### src/rtl/pswal_pkg.sv
package pswal_pkg;
  typedef enum logic {
    MOD_BASE_LO = 1'b0,
    MOD_BASE_HI = 1'b1
  } pswal_mod_e;
endpackage

### src/rtl/pswal_prescaler.sv
module pswal_prescaler #(
  parameter int CW = 9
) (
  input  logic          clk,
  input  logic          rst_n,
  input  logic [CW-1:0] len_i,
  output logic          tick_o
);
  logic [CW-1:0] cnt_q;

  assign tick_o = (cnt_q == '0);

  always_ff @(posedge clk) begin
    if (!rst_n) begin
      cnt_q <= '0;
    end else if (tick_o) begin
      cnt_q <= len_i - CW'(1);
    end else begin
      cnt_q <= cnt_q - CW'(1);
    end
  end
endmodule

### src/rtl/pswal_seq.sv
module pswal_seq
  import pswal_pkg::*;
#(
  parameter int A_W   = 8,
  parameter int N_W   = 11,
  parameter int N_MIN = 16
) (
  input  logic           clk,
  input  logic           rst_n,
  input  logic           tick_i,
  input  logic           sw_i,
  input  logic [A_W-1:0] a_i,
  input  logic [N_W-1:0] n_i,
  output logic           next_plus_o,
  output pswal_mod_e     next_sel_o,
  output pswal_mod_e     sel_o,
  output logic           mc_o,
  output logic           wrap_o
);
  localparam logic [N_W-1:0] NFLOOR = N_W'(N_MIN);

  logic [A_W-1:0] a_rem_q;
  logic [N_W-1:0] n_rem_q;
  pswal_mod_e     sel_q;
  logic           last;
  logic [A_W-1:0] a_dec;
  logic [N_W-1:0] n_eff;

  assign last   = (n_rem_q <= N_W'(1));
  assign a_dec  = a_rem_q - A_W'(a_rem_q != '0);
  assign n_eff  = (n_i < NFLOOR) ? NFLOOR : n_i;

  assign next_plus_o = last ? (a_i != '0) : (a_dec != '0);
  assign next_sel_o  = last ? pswal_mod_e'(sw_i) : sel_q;
  assign sel_o       = sel_q;
  assign mc_o        = (a_rem_q != '0);
  assign wrap_o      = tick_i && (n_rem_q == N_W'(1));

  always_ff @(posedge clk) begin
    if (!rst_n) begin
      a_rem_q <= '0;
      n_rem_q <= '0;
      sel_q   <= MOD_BASE_LO;
    end else if (tick_i) begin
      if (last) begin
        a_rem_q <= a_i;
        n_rem_q <= n_eff;
        sel_q   <= pswal_mod_e'(sw_i);
      end else begin
        a_rem_q <= a_dec;
        n_rem_q <= n_rem_q - N_W'(1);
      end
    end
  end
endmodule

### src/rtl/pswal_fb_divider.sv
module pswal_fb_divider
  import pswal_pkg::*;
#(
  parameter int PRE_LO = 128,
  parameter int PRE_HI = 256,
  parameter int A_W    = 8,
  parameter int N_W    = 11,
  parameter int N_MIN  = 16
) (
  input  logic           clk,
  input  logic           rst_n,
  input  logic           sw_sel,
  input  logic [A_W-1:0] swallow_a,
  input  logic [N_W-1:0] prog_n,
  output logic           fp,
  output logic           mod_ctl
);
  localparam int CW = $clog2(PRE_HI + 2);

  logic          pre_tick;
  logic          next_plus;
  pswal_mod_e    next_sel;
  pswal_mod_e    cyc_sel;
  logic          wrap;
  logic [CW-1:0] pre_len;
  logic          fp_q;

  assign pre_len = ((next_sel == MOD_BASE_HI) ? CW'(PRE_HI) : CW'(PRE_LO))
                 + CW'(next_plus);

  pswal_prescaler #(.CW(CW)) u_pre (
    .clk    (clk),
    .rst_n  (rst_n),
    .len_i  (pre_len),
    .tick_o (pre_tick)
  );

  pswal_seq #(.A_W(A_W), .N_W(N_W), .N_MIN(N_MIN)) u_seq (
    .clk         (clk),
    .rst_n       (rst_n),
    .tick_i      (pre_tick),
    .sw_i        (sw_sel),
    .a_i         (swallow_a),
    .n_i         (prog_n),
    .next_plus_o (next_plus),
    .next_sel_o  (next_sel),
    .sel_o       (cyc_sel),
    .mc_o        (mod_ctl),
    .wrap_o      (wrap)
  );

  always_ff @(posedge clk) begin
    if (!rst_n) fp_q <= 1'b0;
    else        fp_q <= wrap;
  end

  assign fp = fp_q;
endmodule

### config.mk
export PLATFORM = sky130hd
export DESIGN_NAME = pswal_fb_divider
export DESIGN_NICKNAME = d
export VERILOG_FILES = /design/src/rtl/pswal_pkg.sv /design/src/rtl/pswal_prescaler.sv /design/src/rtl/pswal_seq.sv /design/src/rtl/pswal_fb_divider.sv
export SDC_FILE = /design/constraint.sdc
export NUM_CORES = 1
export LEC_CHECK = 0
export ABC_AREA = 1
export BUFFER_PORTS_ARGS = -buffer_cell sky130_fd_sc_hd__buf_2
export CAP_MARGIN = 15
export CORE_MARGIN = 4
export CORE_UTILIZATION = 51
export CTS_BUF_LIST = sky130_fd_sc_hd__clkbuf_4 sky130_fd_sc_hd__clkbuf_8 sky130_fd_sc_hd__clkbuf_16
export DETAILED_ROUTE_END_ITERATION = 8
export PLACE_DENSITY_LB_ADDON = 0.15
export SKIP_CTS_REPAIR_TIMING = 1
export SLEW_MARGIN = 20
export SYNTH_ARGS = -nofsm -noshare
export SYNTH_HDL_FRONTEND = slang
export SYNTH_SLANG_ARGS = --single-unit
export TNS_END_PERCENT = 50
### constraint.sdc
create_clock -name clk -period 6.22 [get_ports clk]
set_input_delay 0 -clock clk [delete_from_list [all_inputs] [get_ports clk]]
set_output_delay 0 -clock clk [all_outputs]
set_load 0.005 [all_outputs]
# [After elaboration in Yosys (flattened, before gate mapping)]
# Index checks and enable logic that the tools add are counted.
[word_totals] elab_cells=25 out_inout_bits=2 ff_bits=30
[classes] magnitude_cmp=2 n_reduce_logical=5 n_mux=7 n_eq_ne=1 add_sub_neg=5
[op_table] operator="$reduce_bool 8->1" count=3
[op_table] operator="$mux 11" count=2
[op_table] operator="$mux 9" count=2
[op_table] operator="$sub 9x1->9 const B" count=2
[op_table] operator="$eq 11x1->1 const B" count=1
[op_table] operator="$le 11x1->1 const B" count=1
[op_table] operator="$lt 11x5->1 const B" count=1
[op_table] operator="$sub 11x1->11 const B" count=1
[op_table] operator="$add 9x1->9" count=1
[op_table] operator="$logic_not 9->1" count=1
[op_table] operator="$mux 8" count=1
[op_table] operator="$sub 8x1->8" count=1
[op_table] operator="$mux 1" count=2
[op_table] operator="$logic_and 1x1->1" count=1

# [Logic depth before layout (Yosys ltp)]
# Gate-level depths: netlist of run 1.
[logic_depth] depth_word=7 ltp_mapped=16

# [By module]
# Synthesis of run 1 repeated with hierarchy kept, for this count alone.
[hier_totals] hier_cells=352 area_unflattened_um2=2138.3
[modules_own_cells] mod="pswal_seq" cells_each=252 instances=1 area_each_um2=1503.9
[modules_own_cells] mod="pswal_prescaler" cells_each=95 instances=1 area_each_um2=599.3
[modules_own_cells] mod="pswal_fb_divider" cells_each=5 instances=1 area_each_um2=35.0

# [Worst setup path before layout of run 1]
# Ideal clock, no wire load.
[synth_timing] path_kind="register to register" startpoint="reg u_seq.a_rem_q[2]" endpoint="reg u_pre.cnt_q[7]" n_path_buf=0 setup_ns=0.120 period_less_slack_ns=2.230 arrival_ns=2.109 slack_ns=3.990 path_stages_with_launch=15 path_cell_list="dfxtp_1 nor2_1 nand4_1 ha_1 ha_1 nand2_1 nor2_1 nand3_1 nor2_1 nand3_1 nand2_1 inv_1 ha_1 o21ai_0 a21oi_1"
[synth_between] elab_chain_len=7
[synth_rtl] element="start: declaration" line="pswal_seq.sv:22" source="logic [A_W-1:0] a_rem_q;"
[synth_rtl] element="start signal: assignment" line="pswal_seq.sv:46" source="a_rem_q <= a_i;"
[synth_rtl] element="$reduce_bool 8->1"
[synth_rtl] element="net mod_ctl" line="pswal_fb_divider.sv:16" source="output logic mod_ctl"
[synth_rtl] element="$sub 8x1->8" line="pswal_seq.sv:30" source="assign a_dec = a_rem_q - A_W'(a_rem_q != '0);"
[synth_rtl] element="$reduce_bool 8->1" line="pswal_seq.sv:33" source="assign next_plus_o = last ? (a_i != '0) : (a_dec != '0);"
[synth_rtl] element="$mux 1" line="pswal_seq.sv:33"
[synth_rtl] element="$add 9x1->9" line="pswal_fb_divider.sv:29" source="+ CW'(next_plus);"
[synth_rtl] element="$sub 9x1->9" line="pswal_prescaler.sv:17" source="cnt_q <= len_i - CW'(1);"
[synth_rtl] element="$mux 9" line="pswal_prescaler.sv:16" source="end else if (tick_o) begin"
[synth_rtl] element="end signal: assignment" line="pswal_prescaler.sv:17"
[synth_rtl] element="end signal: assignment" line="pswal_prescaler.sv:19" source="cnt_q <= cnt_q - CW'(1);"
[synth_rtl] element="end: declaration" line="pswal_prescaler.sv:9" source="logic [CW-1:0] cnt_q;"
# The timed path passes the listed nets, and every way through them passes these cells.
# A chain may end at the register's enable or synchronous reset.

# [Worst setup path in the final report of run 1]
[layout_timing] startpoint="reg u_seq.a_rem_q[2]" endpoint="reg u_pre.cnt_q[7]"
[layout_between] elab_chain_len=7
[layout_rtl] element="$reduce_bool 8->1" line="pswal_seq.sv:30"
[layout_rtl] element="$sub 8x1->8 (*)" line="pswal_seq.sv:30"
[layout_rtl] element="$reduce_bool 8->1 (*)" line="pswal_seq.sv:33"
[layout_rtl] element="$mux 1 (*)" line="pswal_seq.sv:33"
[layout_rtl] element="$add 9x1->9 (*)" line="pswal_fb_divider.sv:29"
[layout_rtl] element="$sub 9x1->9 (*)" line="pswal_prescaler.sv:17"
[layout_rtl] element="$mux 9 (*)" line="pswal_prescaler.sv:16"
# Every way passes the cells marked *; elsewhere a longest branch is shown, timed or not.

==> results of run 1 <==
[layout by cell type, fill, tap and decap left out, types with 3 or more instances in the layout]
cell type	instances
nor3_1	5
nand3_1	21
o211ai_2	4
nand2_2	7
inv_1	33
clkbuf_8	6
nor4_1	4
o21ai_0	19
nand4_1	5
a21oi_1	23
xor2_1	3
nor2_4	4
nor2_2	3
ha_1	7
buf_2	23
nand2_1	72
nor2_1	35
dfxtp_1	30
[report_power, final]
group	internal, mW	switching, mW	total (mW)
Combinational	0.234	0.446	0.680
Clock	0.171	0.0782	0.249
Sequential	0.238	0.0353	0.274
[metrics by stage]
stage	hold slack, ns	setup WS, ns	power (mW)	std cells
2_1_floorplan	0.1378	3.990	0.8572	298
3_3_place_gp	0.2375	3.891	0.9429	360
3_5_place_dp	0.2306	3.804	0.9443	360
4_1_cts	-0.06250	3.778	1.201	368
5_1_grt	0.03474	3.506	1.310	369
6_report	0.0001475	3.761	1.202	369
[logic make-up (layout without fill, tap and decap cells)]
logic type               after synthesis  after routing  share of synthesized area (%)
AO/OA/AOI/OAI                         53             53                          15.94
buffers and inverters                 45             68                          10.52
flip-flops                            30             30                          30.61
XOR/XNOR                               4              4                          1.786
AND/OR/NAND/NOR                      159            159                          36.67
adder cells (fa/ha/maj)                7              7                          4.464
[worst max-delay path, stage by stage, from the launching register on]
cell and delay, ns:
dfxtp_1 0.34, nor2_1 0.23, nand4_1 0.19, ha_1 0.23, ha_1 0.25, nand2_1 0.09, nand2_1 0.06, nor2_1 0.09
nand3_1 0.07, nor2_1 0.09, nand3_1 0.08, nand2_1 0.09, inv_1 0.05, ha_1 0.26, o21ai_0 0.16, a21oi_1 0.05
[path summary, 6_finish.rpt]
kind	endpoint	slack [ns]	cells after the start
min	u_seq.n_rem_q[2]	0.0001	5
max	u_pre.cnt_q[7]	3.76	15
max reg2reg	u_pre.cnt_q[7]	3.76	15
min reg2reg	u_seq.n_rem_q[10]	0.48	2
[flip-flops by register name (all words and copies together) (netlist names)]
register and count:
fp 1, u_seq.a_rem_q 8, u_seq.n_rem_q 11, u_pre.cnt_q 9
u_seq.sel_o 1
[area by class of cell]
type | count | area (sq um) | share of cell area, %
Sequential cell | 30 | 600.6 | 27.01
Clock inverter | 2 | 60.06 | 2.701
Tap cell | 48 | 60.06 | 2.701
Multi-Input combinational cell | 223 | 1155 | 51.94
Clock buffer | 6 | 82.58 | 3.714
Timing Repair Buffer | 24 | 125.1 | 5.627
Inverter | 36 | 140.1 | 6.303
[per-layer routing]
metal / share of wire [%] / GRT usage [%] / vias up
met5: 0 / 0 / -
met4: 1.9 / 8.298 / 0
met3: 6.2 / 4.317 / 8
met2: 46 / 29.17 / 60
met1: 46 / 25.72 / 875
li1: - / - / 1010
==> run metrics, run 1 <==
DR iter-0 viols 141; worst setup path start u_seq.a_rem_q[2]; post-route ant nets 0; number of remaining DRC errors 0; share of cells above drive strength 1 18.07%; worst hold path type in -> reg; Clk Latency, worst-skew pair 0.29 ns; synth top area cells dfxtp_1, nand2_1, nor2_1; total track usage 19.14%; Syn Area/Cell 6.583 sq um; Max Slew Vio Count 0; Die Height 70.02 microns; average wire per standard cell 12.44 microns; core region area 3689 sq um; status complete, no violations; crit path max fanout 6; biggest area consumer among synthesized cells dfxtp_1; vias per cell 5.293; Mapped Cells 298; # H-tree levels 2; top_reg_cell synth dfxtp_1; pwr dens 540.8 nW/um^2; Die Footprint 4903 sq um; 1st-pass router iterations 4; fmax 406.7 MHz; Worst Path Required 6.39 ns; row count 22; Placer Congestion 0.8639; vias in the first global route 1770; VDD IR-drop max 0.0003196 V; Fin. Hold Viols 0; clock tree root buffer cell clkbuf_8; initial antenna violation count 0; Setup Crit Path Kind reg -> reg; placed cell areas 2071 sq um; post-synthesis async set-or-reset flop share 0%; Fillers 372; Hold Startpoint prog_n[2]; Critical Path Source Type register; Starting Density 53.19%; die width 70.02 microns; Post-synth EDFFs 0; RSZ-0062 raised after global routing no; CTS Buf Count 5; max_cap viols 0; worst slew pin tran 0.6141 ns; Max clock buf depth 2; Relative slew margins 58.80%; cell area after synthesis 1962 sq um; Antenna Cells 0; Final Instance Area 2223 sq um; Worst Clk Skew 0.007068 ns; Synth-to-Final Area Change 13.33%; most common cell in the netlist nand2_1; routed wire length 4592 microns; CTS tree built; most instantiated cells after synthesis nand2_1, nor2_1, inv_1; CTS Sinks 30; Leak Pwr 1.023 nW; input/output buffers 23; register bit count reported by yosys 30; final number of setup-violating endpoints 0; CTS clk-pin slew, worst paths 0.07 ns; post-synth net total 327; Worst Setup End Kind register; DP HPWL 3223 microns; I/O pin count 24; CP arrival 2.63 ns; routed via count 1953; YS warnings 0; post-synthesis sequential area ratio 30.61%; largest net degree at the start of global routing 24; Worst R2R Start u_seq.a_rem_q[2]; Remaining Overflow, GRT 0; fin nets 349; global-route wire length before repair 7638 microns; Synth cell types 30; Synth top area share 30.61%; utilization after layout 60.28%; min cycle time layout 2.459 ns; Fin Setup TNS 0 ns; crit share post-route 39.53%
No activity file was read; power rests on OpenSTA's default activity.
==> run 2: changes to the inputs <==
==> constraint.sdc (replaced) <==
create_clock -name clk -period 2.4 [get_ports clk]
set_input_delay 0 -clock clk [delete_from_list [all_inputs] [get_ports clk]]
set_output_delay 0 -clock clk [all_outputs]
set_load 0.005 [all_outputs]
==> run 2 against run 1 <==
  * The flow now finishes with violations (negative hold slack)
  * Critical path depth decreased by 1
  * Flip-flop and latch count is the same
  * Critical path type unchanged
  * Maximum frequency increased by 9.9%
==> run metrics, run 2 (same netlist as run 1, synthesis figures left out) <==
status complete, but fails checks (was complete, no violations); failing checks negative hold slack; commonest cells after routing, fill and taps aside nand2_1, inv_1, nor2_1 (was nand2_1, nor2_1, inv_1); Relative slew margins 71.26% (was 58.80%); CTS clk-pin slew, worst paths 0.07 ns (about the same); worst slew pin tran 0.4305 ns (was 0.6141 ns); DR iter-0 viols 151 (was 141); initial antenna violation count 0 (unchanged); utilization after layout 62.86% (was 60.28%); number of remaining DRC errors 0 (unchanged); CTS Buf Count 5 (unchanged); Placer Congestion 0.9041 (was 0.8639); placed cell areas 2101 sq um (was 2071 sq um); Die Footprint 4903 sq um (unchanged); # H-tree levels 2 (unchanged); Max Slew Vio Count 0 (unchanged); clock tree root buffer cell clkbuf_8 (unchanged); post-route ant nets 0 (unchanged); average wire per standard cell 12.29 microns (was 12.44 microns); critical-path cell list nor3_2, nand4_1, buf_4, ha_1, nand2_1, nor2_1, nand3_1, nor2_1, nand3_1, nand2_2, inv_1, ha_1, o21ai_1, a21oi_1 (was nor2_1, nand4_1, ha_1, ha_1, nand2_1, nand2_1, nor2_1, nand3_1, nor2_1, nand3_1, nand2_1, inv_1, ha_1, o21ai_0, a21oi_1); max_cap viols 0 (unchanged); reg2reg path depth 14 (was 15); fmax 446.8 MHz (was 406.7 MHz); Antenna Cells 0 (unchanged); CP peak stage delay 0.35 ns (was 0.34 ns); Starting Density 53.19% (unchanged); Max clock buf depth 2 (unchanged); worst path bufs/invs 2 (was 1); max reg flops 11 (unchanged); CTS tree built (unchanged); Fin Setup TNS 0 ns (unchanged); Setup Crit Path Kind reg -> reg (unchanged); commonest non-fill, non-tap cell in the layout nand2_1 (unchanged); Pwr Total 3.276 mW (was 1.202 mW); core region area 3689 sq um (unchanged); Fin. Hold Viols 3 (was 0); worst reg2reg endpoint u_pre.cnt_q[7] (unchanged); cell count of the worst hold path 3 (was 5); 1st-pass router iterations 4 (unchanged); share of cells above drive strength 1 23.17% (was 18.07%); VDD IR-drop max 0.0006159 V (was 0.0003196 V); crit path max fanout 4 (was 6); routed wire length 4621 microns (was 4592 microns); Synth-to-Final Area Change 18.18% (was 13.33%); min cycle time layout 2.238 ns (was 2.459 ns); Worst R2R Setup Slack 0.16 ns (was 3.76 ns); largest net degree at the start of global routing 24 (unchanged); Die Height 70.02 microns (unchanged); Leak Pwr 1.062 nW (was 1.023 nW); Reg area 603.1 sq um (was 600.6 sq um); crit share post-route 93.26% (was 39.53%); Worst R2R Start u_seq.a_rem_q[1] (was u_seq.a_rem_q[2]); CTS Sinks 30 (unchanged); input/output buffers 23 (unchanged); Top Registers u_seq.n_rem_q: 11 flops, u_pre.cnt_q: 9 flops, u_seq.a_rem_q: 8 flops (unchanged); Worst Clk Skew 0.004171 ns (was 0.007068 ns); fin nets 356 (was 349); Worst Setup End Kind register (unchanged); Hold Startpoint prog_n[8] (was prog_n[2]); worst hold slack -0.008254 ns (was 0.0001475 ns); Fillers 372 (unchanged); worst-path cell with the longest stage delay dfxtp_1 (unchanged); I/O pin count 24 (unchanged); global-route wire length before repair 8100 microns (was 7638 microns); row count 22 (unchanged); die width 70.02 microns (unchanged); DP HPWL 3257 microns (was 3223 microns); final worst slack 0.1619 ns (was 3.761 ns); final number of setup-violating endpoints 0 (unchanged); DP Worst Slack -0.003843 ns (was 3.804 ns); Placed Cells incl. Taps 364 (was 360); vias in the first global route 1820 (was 1770); Worst Path Required 2.57 ns (was 6.39 ns); vias per cell 5.194 (was 5.293); Final Instance Area 2318 sq um (was 2223 sq um); Critical Path Source Type register (unchanged); worst hold path type in -> reg (unchanged); routed via count 1953 (unchanged); footprint of the multi-input gates 1195 sq um (was 1155 sq um); pwr dens 1413 nW/um^2 (was 540.8 nW/um^2); Clk Latency, worst-skew pair 0.29 ns (about the same); total track usage 19.97% (was 19.14%); Remaining Overflow, GRT 0 (unchanged); CP arrival 2.41 ns (was 2.63 ns); delay-heaviest family, CP simple AND/OR/NAND/NOR gates (unchanged); Non-Filler Instances 376 (was 369); Worst Hold End u_seq.n_rem_q[8] (was u_seq.n_rem_q[2]); Largest Register u_seq.n_rem_q (unchanged)
[run 2: changes by cell type in the layout (fill, tap and decap cells not counted), sizes merged]
cell | before | now
buf | 23 | 30
[run 2: worst max-delay path by stage]
stage	slack, ns	depth (start not counted)	from	endpoint
after CTS	-0.04	15	u_seq.a_rem_q[4]	u_pre.cnt_q[7]
after global routing	-0.04	14	u_seq.a_rem_q[7]	u_pre.cnt_q[7]
final	0.16	14	u_seq.a_rem_q[1]	u_pre.cnt_q[7]
after floorplan	0.17	14	u_seq.a_rem_q[2]	u_pre.cnt_q[7]
after global placement	0.12	15	u_seq.a_rem_q[4]	u_pre.cnt_q[7]
after detailed placement	-0.004	15	u_seq.a_rem_q[4]	u_pre.cnt_q[7]
[run 2: per-layer routing]
metal / track usage [%] / part of all wire [%] / routed length [microns] / up-vias
li1: - / - / - / 1024
met1: 26.77 / 49 / 2245 / 867
met2: 31.16 / 44 / 2011 / 51
met3: 5.180 / 5.9 / 272 / 11
met4: 6.383 / 2.0 / 92 / 0
met5: 0 / 0 / 0 / -
[run 2: power by group]
part | leakage, nW | internal (mW) | switching (mW)
clock | 0.0714 | 0.443 | 0.206
sequential | 0.247 | 0.619 | 0.0929
combinational | 0.744 | 0.715 | 1.20
total | 1.06 | 1.78 | 1.50
[run 2: worst reg2reg max path, cell delays in order (launching register included)]
cell	delay, ns
dfxtp_1	0.35
nor3_2	0.16
nand4_1	0.17
buf_4	0.19
ha_1	0.33
nand2_1	0.07
nor2_1	0.08
nand3_1	0.07
nor2_1	0.08
nand3_1	0.08
nand2_2	0.08
inv_1	0.04
ha_1	0.26
o21ai_1	0.12
a21oi_1	0.05
[run 2: final cells by class]
class	instances	area share [%]
Clock buffer	6	3.562
Clock inverter	2	2.590
Inverter	36	6.044
Multi-Input combinational cell	223	51.54
Sequential cell	30	26.01
Tap cell	48	2.590
Timing Repair Buffer	31	7.663
==> run 3: changes to the inputs <==
--- a/config.mk
+++ b/config.mk
@@ -9,10 +9,10 @@
 export BUFFER_PORTS_ARGS = -buffer_cell sky130_fd_sc_hd__buf_2
 export CAP_MARGIN = 15
 export CORE_MARGIN = 4
-export CORE_UTILIZATION = 51
+export CORE_UTILIZATION = 39
 export CTS_BUF_LIST = sky130_fd_sc_hd__clkbuf_4 sky130_fd_sc_hd__clkbuf_8 sky130_fd_sc_hd__clkbuf_16
 export DETAILED_ROUTE_END_ITERATION = 8
-export PLACE_DENSITY_LB_ADDON = 0.15
+export PLACE_DENSITY_LB_ADDON = 0.05
 export SKIP_CTS_REPAIR_TIMING = 1
 export SLEW_MARGIN = 20
 export SYNTH_ARGS = -nofsm -noshare
==> run 3 against run 2 <==
  * The flow still finishes with violations (negative hold slack)
  * Clock skew is 0.0035 ns higher
  * Die area is 27% higher
  * First-iteration DRC count down 28%
  * Wire length grew 3.8%
  * Sequential share of layout area grew 0.51 points
  * Critical path depth unchanged
  * Global-route usage fell by 3.8 points
  * Hold slack worse by 0.038 ns
  * Sequential power barely moved
  * Power is 7.6% lower
  * Final area decreased by 1.7%
  * Non-clock buffer count decreased by 1
  * Critical endpoint unchanged
==> run metrics, run 3 (same netlist as run 1, synthesis figures left out) <==
status complete, but fails checks (unchanged); failing checks negative hold slack (unchanged); average wire per standard cell 12.18 microns (was 12.29 microns); critical-path cell list nor3_2, nand4_1, ha_2, ha_4, nand2_1, nor2_2, nand3_1, nor2_1, nand3_1, nand2_1, inv_1, ha_1, o21ai_1, a21oi_1 (was nor3_2, nand4_1, buf_4, ha_1, nand2_1, nor2_1, nand3_1, nor2_1, nand3_1, nand2_2, inv_1, ha_1, o21ai_1, a21oi_1); Non-Filler Instances 394 (was 376); Leak Pwr 1.036 nW (was 1.062 nW); die width 78.93 microns (was 70.02 microns); DP HPWL 3504 microns (was 3257 microns); row count 25 (was 22); Clk Latency, worst-skew pair 0.28 ns (was 0.29 ns); CP peak stage delay 0.33 ns (was 0.35 ns); Final Instance Area 2278 sq um (was 2318 sq um); max_cap viols 0 (unchanged); Die Footprint 6229 sq um (was 4903 sq um); P_sw 1.466 mW (was 1.500 mW); CTS clk-pin slew, worst paths 0.06 ns (was 0.07 ns); footprint of the multi-input gates 1187 sq um (was 1195 sq um); DR iter-0 viols 108 (was 151); post-route ant nets 0 (unchanged); I/O pin count 24 (unchanged); Clock power frac 14.3% (was 19.8%); Critical Path Source Type register (unchanged); global-route wire length before repair 8024 microns (was 8100 microns); Reg area 604.3 sq um (was 603.1 sq um); total track usage 16.15% (was 19.97%); CTS Sinks 30 (unchanged); pwr dens 1328 nW/um^2 (was 1413 nW/um^2); Largest Register u_seq.n_rem_q (unchanged); Worst Clk Skew 0.007717 ns (was 0.004171 ns); worst hold path type in -> reg (unchanged); Max Slew Vio Count 0 (unchanged); clock tree root buffer cell clkbuf_8 (unchanged); fin nets 355 (was 356); worst-path cell with the longest stage delay dfxtp_2 (was dfxtp_1); Setup Crit Path Kind reg -> reg (unchanged); crit share post-route 92.71% (was 93.26%); sw frac 48.45% (was 45.78%); Die Height 78.93 microns (was 70.02 microns); number of remaining DRC errors 0 (unchanged); commonest cells after routing, fill and taps aside nand2_1, inv_1, nor2_1 (unchanged); placed cell areas 2132 sq um (was 2101 sq um); vias in the first global route 1729 (was 1820); fmax 449.4 MHz (was 446.8 MHz); Placer Congestion 0.8265 (was 0.9041); Combinational Power Share 62.1% (was 58.5%); Relative slew margins 70.31% (was 71.26%); min cycle time layout 2.225 ns (was 2.238 ns); routed wire length 4797 microns (was 4621 microns); # H-tree levels 2 (unchanged); Top Registers u_seq.n_rem_q: 11 flops, u_pre.cnt_q: 9 flops, u_seq.a_rem_q: 8 flops (unchanged); worst hold slack -0.04611 ns (was -0.008254 ns); Max clock buf depth 2 (unchanged); Starting Density 40.99% (was 53.19%); Worst Path Required 2.55 ns (was 2.57 ns); initial antenna violation count 0 (unchanged); Pwr Total 3.026 mW (was 3.276 mW); Remaining Overflow, GRT 0 (unchanged); 1st-pass router iterations 4 (unchanged); vias per cell 4.843 (was 5.194); Worst Setup End Kind register (unchanged); routed via count 1908 (was 1953); worst slew pin tran 0.4447 ns (was 0.4305 ns); share of cells above drive strength 1 23.24% (was 23.17%); Antenna Cells 0 (unchanged); crit path max fanout 3 (was 4); input/output buffers 23 (unchanged); VDD IR-drop max 0.0004929 V (was 0.0006159 V); core region area 4786 sq um (was 3689 sq um); Synth-to-Final Area Change 16.14% (was 18.18%); max reg flops 11 (unchanged); CP arrival 2.38 ns (was 2.41 ns); CTS tree built (unchanged); final number of setup-violating endpoints 0 (unchanged); commonest non-fill, non-tap cell in the layout nand2_1 (unchanged); cell internal pwr 1.560 mW (was 1.776 mW); largest net degree at the start of global routing 24 (unchanged); Placed Cells incl. Taps 384 (was 364); Fin. Hold Viols 2 (was 3); Fillers 518 (was 372); Flop pwr share 23.6% (was 21.7%); CTS Buf Count 5 (unchanged)
[run 3: layout make-up]
type / count / area share, %
clock buffer: 7 / 3.954
tap: 67 / 3.679
clock inverter: 1 / 0.2197
inverter: 36 / 6.150
multi-input combinational: 223 / 52.11
timing repair buffer: 30 / 7.359
sequential: 30 / 26.52
[run 3: power groups by stage]
| stage | Sequential [mW] | Combinational (mW) | Clock, mW |
|---|---|---|---|
| CTS | 0.707 | 1.82 | 0.442 |
| detailed placement | 0.717 | 1.81 | 0 |
| global placement | 0.717 | 1.83 | 0 |
| global route | 0.727 | 2.14 | 0.472 |
| finish | 0.714 | 1.88 | 0.433 |
| floorplan | 0.696 | 1.53 | 0 |
[run 3: path summary, 6_finish.rpt]
path,from,endpoint,slack [ns],cells past startpoint
setup / recovery,u_seq.a_rem_q[0],u_pre.cnt_q[7],0.17,14
hold / removal,prog_n[1],u_seq.n_rem_q[1],-0.05,3
setup reg to reg,u_seq.a_rem_q[0],u_pre.cnt_q[7],0.17,14
hold reg to reg,u_seq.n_rem_q[10],u_seq.n_rem_q[10],0.48,2
[run 3: critical path, delay by kind of cell (launching register included)]
family / cells / cell delay [ns]
buffers and inverters: 1 / 0.05
AO/OA/AOI/OAI: 2 / 0.16
adder cells (fa/ha/maj): 3 / 0.75
AND/OR/NAND/NOR: 8 / 0.80
flip-flops: 1 / 0.33
[run 3: per-layer routing]
metal | track usage [%] | vias to the layer above | part of all wire, % | routed length (microns)
met5 | 0 | - | 0 | 0
met1 | 22.29 | 847 | 51 | 2452
li1 | - | 1022 | - | -
met2 | 24.70 | 37 | 43 | 2054
met4 | 5.326 | 0 | 0.58 | 28
met3 | 3.855 | 2 | 5.4 | 261
[run 3: metrics by stage]
stage	setup TNS [ns]	util, %	worst slack, ns
floorplan	0	-	0.1704
global placement	0	44.55	0.1303
detailed placement	0	44.55	0.06173
CTS	0	46.54	0.04585
global route	-0.007227	47.61	-0.007227
finish	0	47.61	0.1749
